$ cat src/rtl/rtc_cal_pkg.sv
package rtc_cal_pkg;

   localparam int SEC_W  = 6;
   localparam int MIN_W  = 6;
   localparam int HOUR_W = 5;
   localparam int DAY_W  = 5;
   localparam int MON_W  = 4;
   localparam int YEAR_W = 7;
   localparam int WD_W   = 7;
   localparam int SEL_W  = 3;

   localparam int SEC_LAST  = 59;
   localparam int MIN_LAST  = 59;
   localparam int HOUR_LAST = 23;
   localparam int MON_LAST  = 12;
   localparam int YEAR_LAST = 99;

   localparam logic [SEL_W-1:0] SEL_SEC  = 3'd0;
   localparam logic [SEL_W-1:0] SEL_MIN  = 3'd1;
   localparam logic [SEL_W-1:0] SEL_HOUR = 3'd2;
   localparam logic [SEL_W-1:0] SEL_DAY  = 3'd3;
   localparam logic [SEL_W-1:0] SEL_MON  = 3'd4;
   localparam logic [SEL_W-1:0] SEL_YEAR = 3'd5;

   typedef struct packed {
      logic [YEAR_W-1:0] year;
      logic [MON_W-1:0]  month;
      logic [DAY_W-1:0]  day;
      logic [HOUR_W-1:0] hour;
      logic [MIN_W-1:0]  minute;
      logic [SEC_W-1:0]  sec;
   } cal_t;

   localparam int CAL_W = $bits(cal_t);

   localparam cal_t CAL_RESET = '{year: 7'd0, month: 4'd1, day: 5'd1,
                                  hour: 5'd0, minute: 6'd0, sec: 6'd0};

   // Two-digit year inside 2000..2099: every multiple of four is leap.
   function automatic logic is_leap(input logic [YEAR_W-1:0] y);
      return (y[1:0] == 2'b00);
   endfunction

   function automatic logic [DAY_W-1:0] month_len(input logic [MON_W-1:0]  m,
                                                  input logic [YEAR_W-1:0] y);
      case (m)
         4'd2:                   return is_leap(y) ? 5'd29 : 5'd28;
         4'd4, 4'd6, 4'd9, 4'd11: return 5'd30;
         default:                return 5'd31;
      endcase
   endfunction

endpackage

$ cat src/rtl/rtc_prescaler.sv
module rtc_prescaler #(
   parameter int DIV = 32768
) (
   input  logic clk,
   input  logic rst_n,
   input  logic en,
   input  logic hold,
   output logic tick
);
   localparam int  CW       = (DIV > 1) ? $clog2(DIV) : 1;
   localparam bit  IS_POW2  = ((DIV & (DIV - 1)) == 0);

   logic [CW-1:0] cnt;
   logic          at_end;

   generate
      if (IS_POW2) begin : g_pow2
         // Full-width counter: the last count is all ones, wrap is free.
         assign at_end = &cnt;
      end else begin : g_cmp
         assign at_end = (cnt == CW'(DIV - 1));
      end
   endgenerate

   always_ff @(posedge clk or negedge rst_n) begin
      if (!rst_n) begin
         cnt  <= '0;
         tick <= 1'b0;
      end else begin
         tick <= en && !hold && at_end;
         if (hold)
            cnt <= '0;
         else if (en)
            cnt <= at_end ? '0 : cnt + 1'b1;
      end
   end

endmodule

$ cat src/rtl/rtc_field_guard.sv
module rtc_field_guard
   import rtc_cal_pkg::*;
(
   input  cal_t             cur,
   input  logic [SEL_W-1:0] sel,
   input  logic [WD_W-1:0]  data,
   output logic             ok
);
   logic [DAY_W-1:0] len_now;
   logic [DAY_W-1:0] len_new_mon;
   logic [DAY_W-1:0] len_new_year;

   assign len_now      = month_len(cur.month, cur.year);
   assign len_new_mon  = month_len(data[MON_W-1:0], cur.year);
   assign len_new_year = month_len(cur.month, data[YEAR_W-1:0]);

   always_comb begin
      case (sel)
         SEL_SEC:  ok = (data <= WD_W'(SEC_LAST));
         SEL_MIN:  ok = (data <= WD_W'(MIN_LAST));
         SEL_HOUR: ok = (data <= WD_W'(HOUR_LAST));
         SEL_DAY:  ok = (data != '0) && (data <= WD_W'(len_now));
         SEL_MON:  ok = (data != '0) && (data <= WD_W'(MON_LAST))
                        && (cur.day <= len_new_mon);
         SEL_YEAR: ok = (data <= WD_W'(YEAR_LAST))
                        && (cur.day <= len_new_year);
         default:  ok = 1'b0;
      endcase
   end

endmodule

$ cat src/rtl/rtc_cal_counter.sv
module rtc_cal_counter
   import rtc_cal_pkg::*;
(
   input  logic             clk,
   input  logic             rst_n,
   input  logic             adv,
   input  logic             wr_go,
   input  logic             wr_ok,
   input  logic [SEL_W-1:0] wr_sel,
   input  logic [WD_W-1:0]  wr_data,
   output cal_t             cal
);
   cal_t             nxt;
   logic [DAY_W-1:0] cur_len;
   logic             wrap_s, wrap_m, wrap_h, wrap_d, wrap_mo;

   assign cur_len = month_len(cal.month, cal.year);

   // Carry chain: each stage wraps only if every lower stage wraps.
   assign wrap_s  = (cal.sec    == SEC_W'(SEC_LAST));
   assign wrap_m  = wrap_s && (cal.minute == MIN_W'(MIN_LAST));
   assign wrap_h  = wrap_m && (cal.hour   == HOUR_W'(HOUR_LAST));
   assign wrap_d  = wrap_h && (cal.day    == cur_len);
   assign wrap_mo = wrap_d && (cal.month  == MON_W'(MON_LAST));

   always_comb begin
      nxt = cal;
      if (adv) begin
         nxt.sec = wrap_s ? '0 : cal.sec + 1'b1;
         if (wrap_s)  nxt.minute = wrap_m ? '0 : cal.minute + 1'b1;
         if (wrap_m)  nxt.hour   = wrap_h ? '0 : cal.hour + 1'b1;
         if (wrap_h)  nxt.day    = wrap_d ? DAY_W'(1) : cal.day + 1'b1;
         if (wrap_d)  nxt.month  = wrap_mo ? MON_W'(1) : cal.month + 1'b1;
         if (wrap_mo) nxt.year   = (cal.year == YEAR_W'(YEAR_LAST)) ? '0
                                                                 : cal.year + 1'b1;
      end else if (wr_go && wr_ok) begin
         case (wr_sel)
            SEL_SEC:  nxt.sec    = wr_data[SEC_W-1:0];
            SEL_MIN:  nxt.minute = wr_data[MIN_W-1:0];
            SEL_HOUR: nxt.hour   = wr_data[HOUR_W-1:0];
            SEL_DAY:  nxt.day    = wr_data[DAY_W-1:0];
            SEL_MON:  nxt.month  = wr_data[MON_W-1:0];
            SEL_YEAR: nxt.year   = wr_data[YEAR_W-1:0];
            default:  nxt = cal;
         endcase
      end
   end

   always_ff @(posedge clk or negedge rst_n) begin
      if (!rst_n) cal <= CAL_RESET;
      else        cal <= nxt;
   end

endmodule

$ cat src/rtl/rtc_snapshot.sv
module rtc_snapshot #(
   parameter int           W    = 8,
   parameter logic [W-1:0] INIT = '0
) (
   input  logic         clk,
   input  logic         rst_n,
   input  logic         load,
   input  logic [W-1:0] d,
   output logic [W-1:0] q
);
   always_ff @(posedge clk or negedge rst_n) begin
      if (!rst_n)    q <= INIT;
      else if (load) q <= d;
   end
endmodule

$ cat src/rtl/rtc_calendar_core.sv
module rtc_calendar_core
   import rtc_cal_pkg::*;
#(
   parameter int PRESC_DIV = 32768
) (
   input  logic              clk,
   input  logic              rst_n,
   input  logic              tick32k_en,
   input  logic              freeze,
   input  logic              wr_en,
   input  logic [SEL_W-1:0]  wr_sel,
   input  logic [WD_W-1:0]   wr_data,
   input  logic              snap,
   input  logic              inval_clr,
   output logic              sec_tick,
   output logic [SEC_W-1:0]  now_sec,
   output logic [MIN_W-1:0]  now_min,
   output logic [HOUR_W-1:0] now_hour,
   output logic [DAY_W-1:0]  now_day,
   output logic [MON_W-1:0]  now_mon,
   output logic [YEAR_W-1:0] now_year,
   output logic [SEC_W-1:0]  shd_sec,
   output logic [MIN_W-1:0]  shd_min,
   output logic [HOUR_W-1:0] shd_hour,
   output logic [DAY_W-1:0]  shd_day,
   output logic [MON_W-1:0]  shd_mon,
   output logic [YEAR_W-1:0] shd_year,
   output logic              wr_invalid
);

   generate
      if (PRESC_DIV < 2) begin : g_bad_div
         $error("rtc_calendar_core: PRESC_DIV must be at least 2");
      end
      if (WD_W < YEAR_W) begin : g_bad_wd
         $error("rtc_calendar_core: write data narrower than year field");
      end
   endgenerate

   cal_t cal;
   cal_t shadow;
   logic adv;
   logic wr_go;
   logic wr_ok;

   rtc_prescaler #(.DIV(PRESC_DIV)) u_presc (
      .clk  (clk),
      .rst_n(rst_n),
      .en   (tick32k_en),
      .hold (freeze),
      .tick (sec_tick)
   );

   // A tick that meets a freeze is dropped rather than deferred.
   assign adv   = sec_tick && !freeze;
   assign wr_go = wr_en && freeze;

   rtc_field_guard u_guard (
      .cur (cal),
      .sel (wr_sel),
      .data(wr_data),
      .ok  (wr_ok)
   );

   rtc_cal_counter u_cnt (
      .clk    (clk),
      .rst_n  (rst_n),
      .adv    (adv),
      .wr_go  (wr_go),
      .wr_ok  (wr_ok),
      .wr_sel (wr_sel),
      .wr_data(wr_data),
      .cal    (cal)
   );

   rtc_snapshot #(.W(CAL_W), .INIT(CAL_RESET)) u_shadow (
      .clk  (clk),
      .rst_n(rst_n),
      .load (snap),
      .d    (cal),
      .q    (shadow)
   );

   always_ff @(posedge clk or negedge rst_n) begin
      if (!rst_n)                wr_invalid <= 1'b0;
      else if (wr_go && !wr_ok)  wr_invalid <= 1'b1;
      else if (inval_clr)        wr_invalid <= 1'b0;
   end

   assign now_sec  = cal.sec;
   assign now_min  = cal.minute;
   assign now_hour = cal.hour;
   assign now_day  = cal.day;
   assign now_mon  = cal.month;
   assign now_year = cal.year;

   assign shd_sec  = shadow.sec;
   assign shd_min  = shadow.minute;
   assign shd_hour = shadow.hour;
   assign shd_day  = shadow.day;
   assign shd_mon  = shadow.month;
   assign shd_year = shadow.year;

endmodule

$ cat config.mk
export PLATFORM = sky130hd
export DESIGN_NAME = rtc_calendar_core
export DESIGN_NICKNAME = d
export VERILOG_FILES = /design/src/rtl/rtc_cal_pkg.sv /design/src/rtl/rtc_prescaler.sv /design/src/rtl/rtc_field_guard.sv /design/src/rtl/rtc_cal_counter.sv /design/src/rtl/rtc_snapshot.sv /design/src/rtl/rtc_calendar_core.sv
export SDC_FILE = /design/constraint.sdc
export NUM_CORES = 1
export LEC_CHECK = 0
export BUFFER_PORTS_ARGS = -buffer_cell sky130_fd_sc_hd__clkbuf_2
export CORE_ASPECT_RATIO = 0.75
export CORE_UTILIZATION = 56
export DETAILED_ROUTE_END_ITERATION = 6
export HOLD_SLACK_MARGIN = 0.02
export PLACE_DENSITY = 0.78
export SYNTH_ARGS = -nofsm -noshare
export SYNTH_HDL_FRONTEND = slang
export SYNTH_SLANG_ARGS = --single-unit
$ cat constraint.sdc
create_clock -name clk -period 3.18 [get_ports clk]
set_input_delay 0.636 -clock clk [delete_from_list [all_inputs] [get_ports clk]]
set_output_delay 0.636 -clock clk [all_outputs]
set_load 0.02 [all_outputs]
==> impl_results.md <==
* Max-Cap Viols at 0
* Post-synth ARST share at 100%
* GRT met3 Usage at around 7.1%
* Status: completed
* WP data required at 3400 ps
* Bufs and invs on worst path at 1
* Vias per cell at about 6.3
* Sequential element share of the synthesized area at 43.4%
* Worst VDD drop at 0.427 mV
* Commonest non-fill, non-tap cell in the layout: clkbuf_2
* Core Region at 8090 µm²
* Worst Skew at a little under 5 ps
* Worst Tran Pin Value at 1020 ps
* CTS tree: done
* First-pass GRT wire length at 18800 µm
* Nets at 588
* Crit share post-route at 97.3%
* Num CTS Buffers at 9
* Worst path most repeated cell: ha_1
* Minimum clock period at 3090 ps
* Ys Warns at 0
* DP Area at between 5000 and 6000 µm²
* Non-Filler Instances at 664
* Critical-path cell list: inv_1, ha_1, nor3b_4, ha_1, nor2b_1, o211ai_1, a21oi_1, a21oi_4, o22ai_1, a221o_2
* Sink Count at 83
* Largest family of logic cells by synthesized area: compound AO/OA/AOI/OAI gates
* Share of post-route cells with drive strength above 1 at 30.9%
* # setup viols final at 0
* Synth Area in Simple Gates at between 10% and 20%
* Hpwl dp at between 8000 and 9000 µm
* Leak Pwr at 2.61 nW
* Die Width at 109 µm
* Synthesized instance count at 470
* Area grow syn2layout at 18.2%
* GR Overflow Total at 0
* TritonRoute pass-1 iters at 4
* I/O pin cnt at 85
* Vias in the first global route at 3788
* Mean area per synthesized cell at slightly above 10 µm²
* Synthesized Nets at 504
* Synth Area in Compound Gates at 20.5%
* Xor and xnor area share after synthesis at less than 1%
* Mux share of post-synthesis cell area at 10.2%
* Max stage delay on crit path at 600 ps
* R2R setup slack at 90 ps
* Row Count at 28
* # DRC at 0
* Fmax at 0.323 GHz
* Wire per inst at 18.1 µm
* Synth Flop Type: dfrtp_1
* Met2 Use GR at 42.3%
* Drt initial violations at 378
* Largest net degree at the start of global routing at 84
* Initial Util at a little under 60%
* CP Launch Type: register
* Cell Area, Synth at ~4800 µm²
* Largest delay share family, worst path: compound AO/OA/AOI/OAI gates
* PwrDens at 610 nW/µm²
* Root cell of the clock tree: clkbuf_16
* Crit-path slowest cell: dfstp_2
* Final Max Slew Viols at 0
* Die Y at between 80 and 90 µm
* Final setup margin at 85.6 ps
* Most frequent cells in the layout: clkbuf_2, dfrtp_1, o21ai_0
* WS Path Type: register to register
* Final Cell Area at 5670 µm²
* N_diodes at 0
* Number of distinct library cells after synthesis at 73
* Worst-Skew Late Latency at 340 ps
* Clock Pin Slew Worst Setup and Hold Paths at 60 ps
* Number of flops mapped to enable cells by yosys at 0
* M1 GR Usage at 38.5%
* GRT Max-Usage Layer: met2
* Arrival time worst endpoint at 3310 ps
* Via count at 4186
* Hold Path Class: input pin to async pin
* Final WL at around 12000 µm
* H-tree depth at 3
* Total track usage at 28.0%
* Critical path endpoint category: register
* Die Area at 8950 µm²
* Max-slew headroom at 31.7%
* I/O Buffers at 84
* Adder-Cell Fraction of Synth Area at 4.43%
* Core Util, Final at 70.1%
* GPL Wtd Cong at 0.922
* Max clock buf depth at 2
* Synthesis-stage register bit count at 83
* Crit-path max FO at 10
* Post-DRT Antenna Nets at 0
* Final Hold Fails at 0
* Worst slack, placed at 96.4 ps
* Post-Place Cells at roughly 650
* Initial antenna violation count at 0
cells in the mapped netlist (2+ instances only):
master,n,area [µm²]
a211o_2,2,20.0
clkbuf_1,12,45.0
nand3_1,23,115
dfstp_2,4,105
a211oi_1,6,45.0
nor2b_1,17,106
o221ai_1,3,26.3
o211ai_1,7,52.6
o21ai_0,40,200
o31a_1,8,70.1
a21oi_4,2,32.5
a22o_2,2,20.0
and4_1,3,26.3
a21boi_0,2,15.0
and3_2,3,22.5
ha_1,17,213
and3_1,9,56.3
inv_1,20,75.1
nand2_1,36,135
xor2_1,3,26.3
xnor2_1,2,17.5
o21ai_2,2,17.5
o2bb2ai_1,6,52.6
o211a_1,2,20.0
a21oi_1,5,25.0
o41ai_1,3,26.3
o21ai_1,2,10.0
nor3_1,3,15.0
nor2_1,33,124
a31oi_1,3,18.8
o22a_1,2,17.5
clkbuf_8,3,41.3
nand2b_1,5,31.3
dfrtp_1,79,1980
mux2_2,38,428
a221o_1,2,20.0
o31ai_1,9,67.6
o22ai_1,7,43.8
mux2i_1,5,50.1
nand4_1,7,43.8
state kept, by name (all words and copies together), names as in the netlist:
signal / flops
u_shadow.q: 33
u_cnt.cal: 33
u_presc.cnt: 15
u_presc.tick: 1
wr_invalid: 1
power breakdown:
group	internal, mW	switching, mW	total [mW]
sequential	1.23	0.185	1.41
clock	0.789	0.411	1.20
combinational	0.325	0.519	0.844
total	2.34	1.12	3.46
stage by stage:
stage               setup TNS, ps  power, mW  hold slack [ps]
global placement                0       2.22              466
global route                 -130       3.62              515
floorplan                       0       1.93              340
detailed placement              0       2.25              486
finish                          0       3.46              472
CTS                             0       3.46              493
per-layer routing:
| metal | vias up | wire length, µm |
|---|---|---|
| met5 | - | 0 |
| met4 | 0 | 296 |
| met3 | 36 | 893 |
| met2 | 185 | 5390 |
| met1 | 2049 | 5450 |
| li1 | 1916 | - |
area by class of cell:
type,instances,area [µm²]
sequential,83,2080
clock inverter,4,97.6
multi-input combinational,349,2560
fill,593,2420
inverter,20,75.1
tap,105,131
timing repair buffer,91,475
clock buffer,12,246
what timing repair did:
action                     in CTS  in global routing
setup buffers                   0                  1
setup endpoints to repair       0                 17
hold buffers                    0                  0
gates resized for setup         0                  6
final timing paths:
kind,end,from,cells past startpoint
max,u_cnt.cal[3],u_cnt.cal[22],10
min,u_shadow.q[1],rst_n,1
min reg2reg,u_presc.cnt[4],u_presc.cnt[4],1
min in group clk,u_presc.cnt[4],u_presc.cnt[4],1
max reg2reg,u_cnt.cal[3],u_cnt.cal[22],10
max in group asynchronous,u_cnt.cal[32],rst_n,1
cell families after synthesis:
group	count (synthesis)
simple gates	154
flops	83
buf+inv	38
fa+ha+maj	17
mux	44
xor+xnor	5
compound gates	129
worst register-to-register path: stages, from the launching register on:
cell and delay, ps:
dfstp_2 600, inv_1 80, ha_1 240, nor3b_4 180, ha_1 350, nor2b_1 150, o211ai_1 320, a21oi_1 220
a21oi_4 370, o22ai_1 150, a221o_2 330
Note: power is estimated with default switching activity, not from simulation.
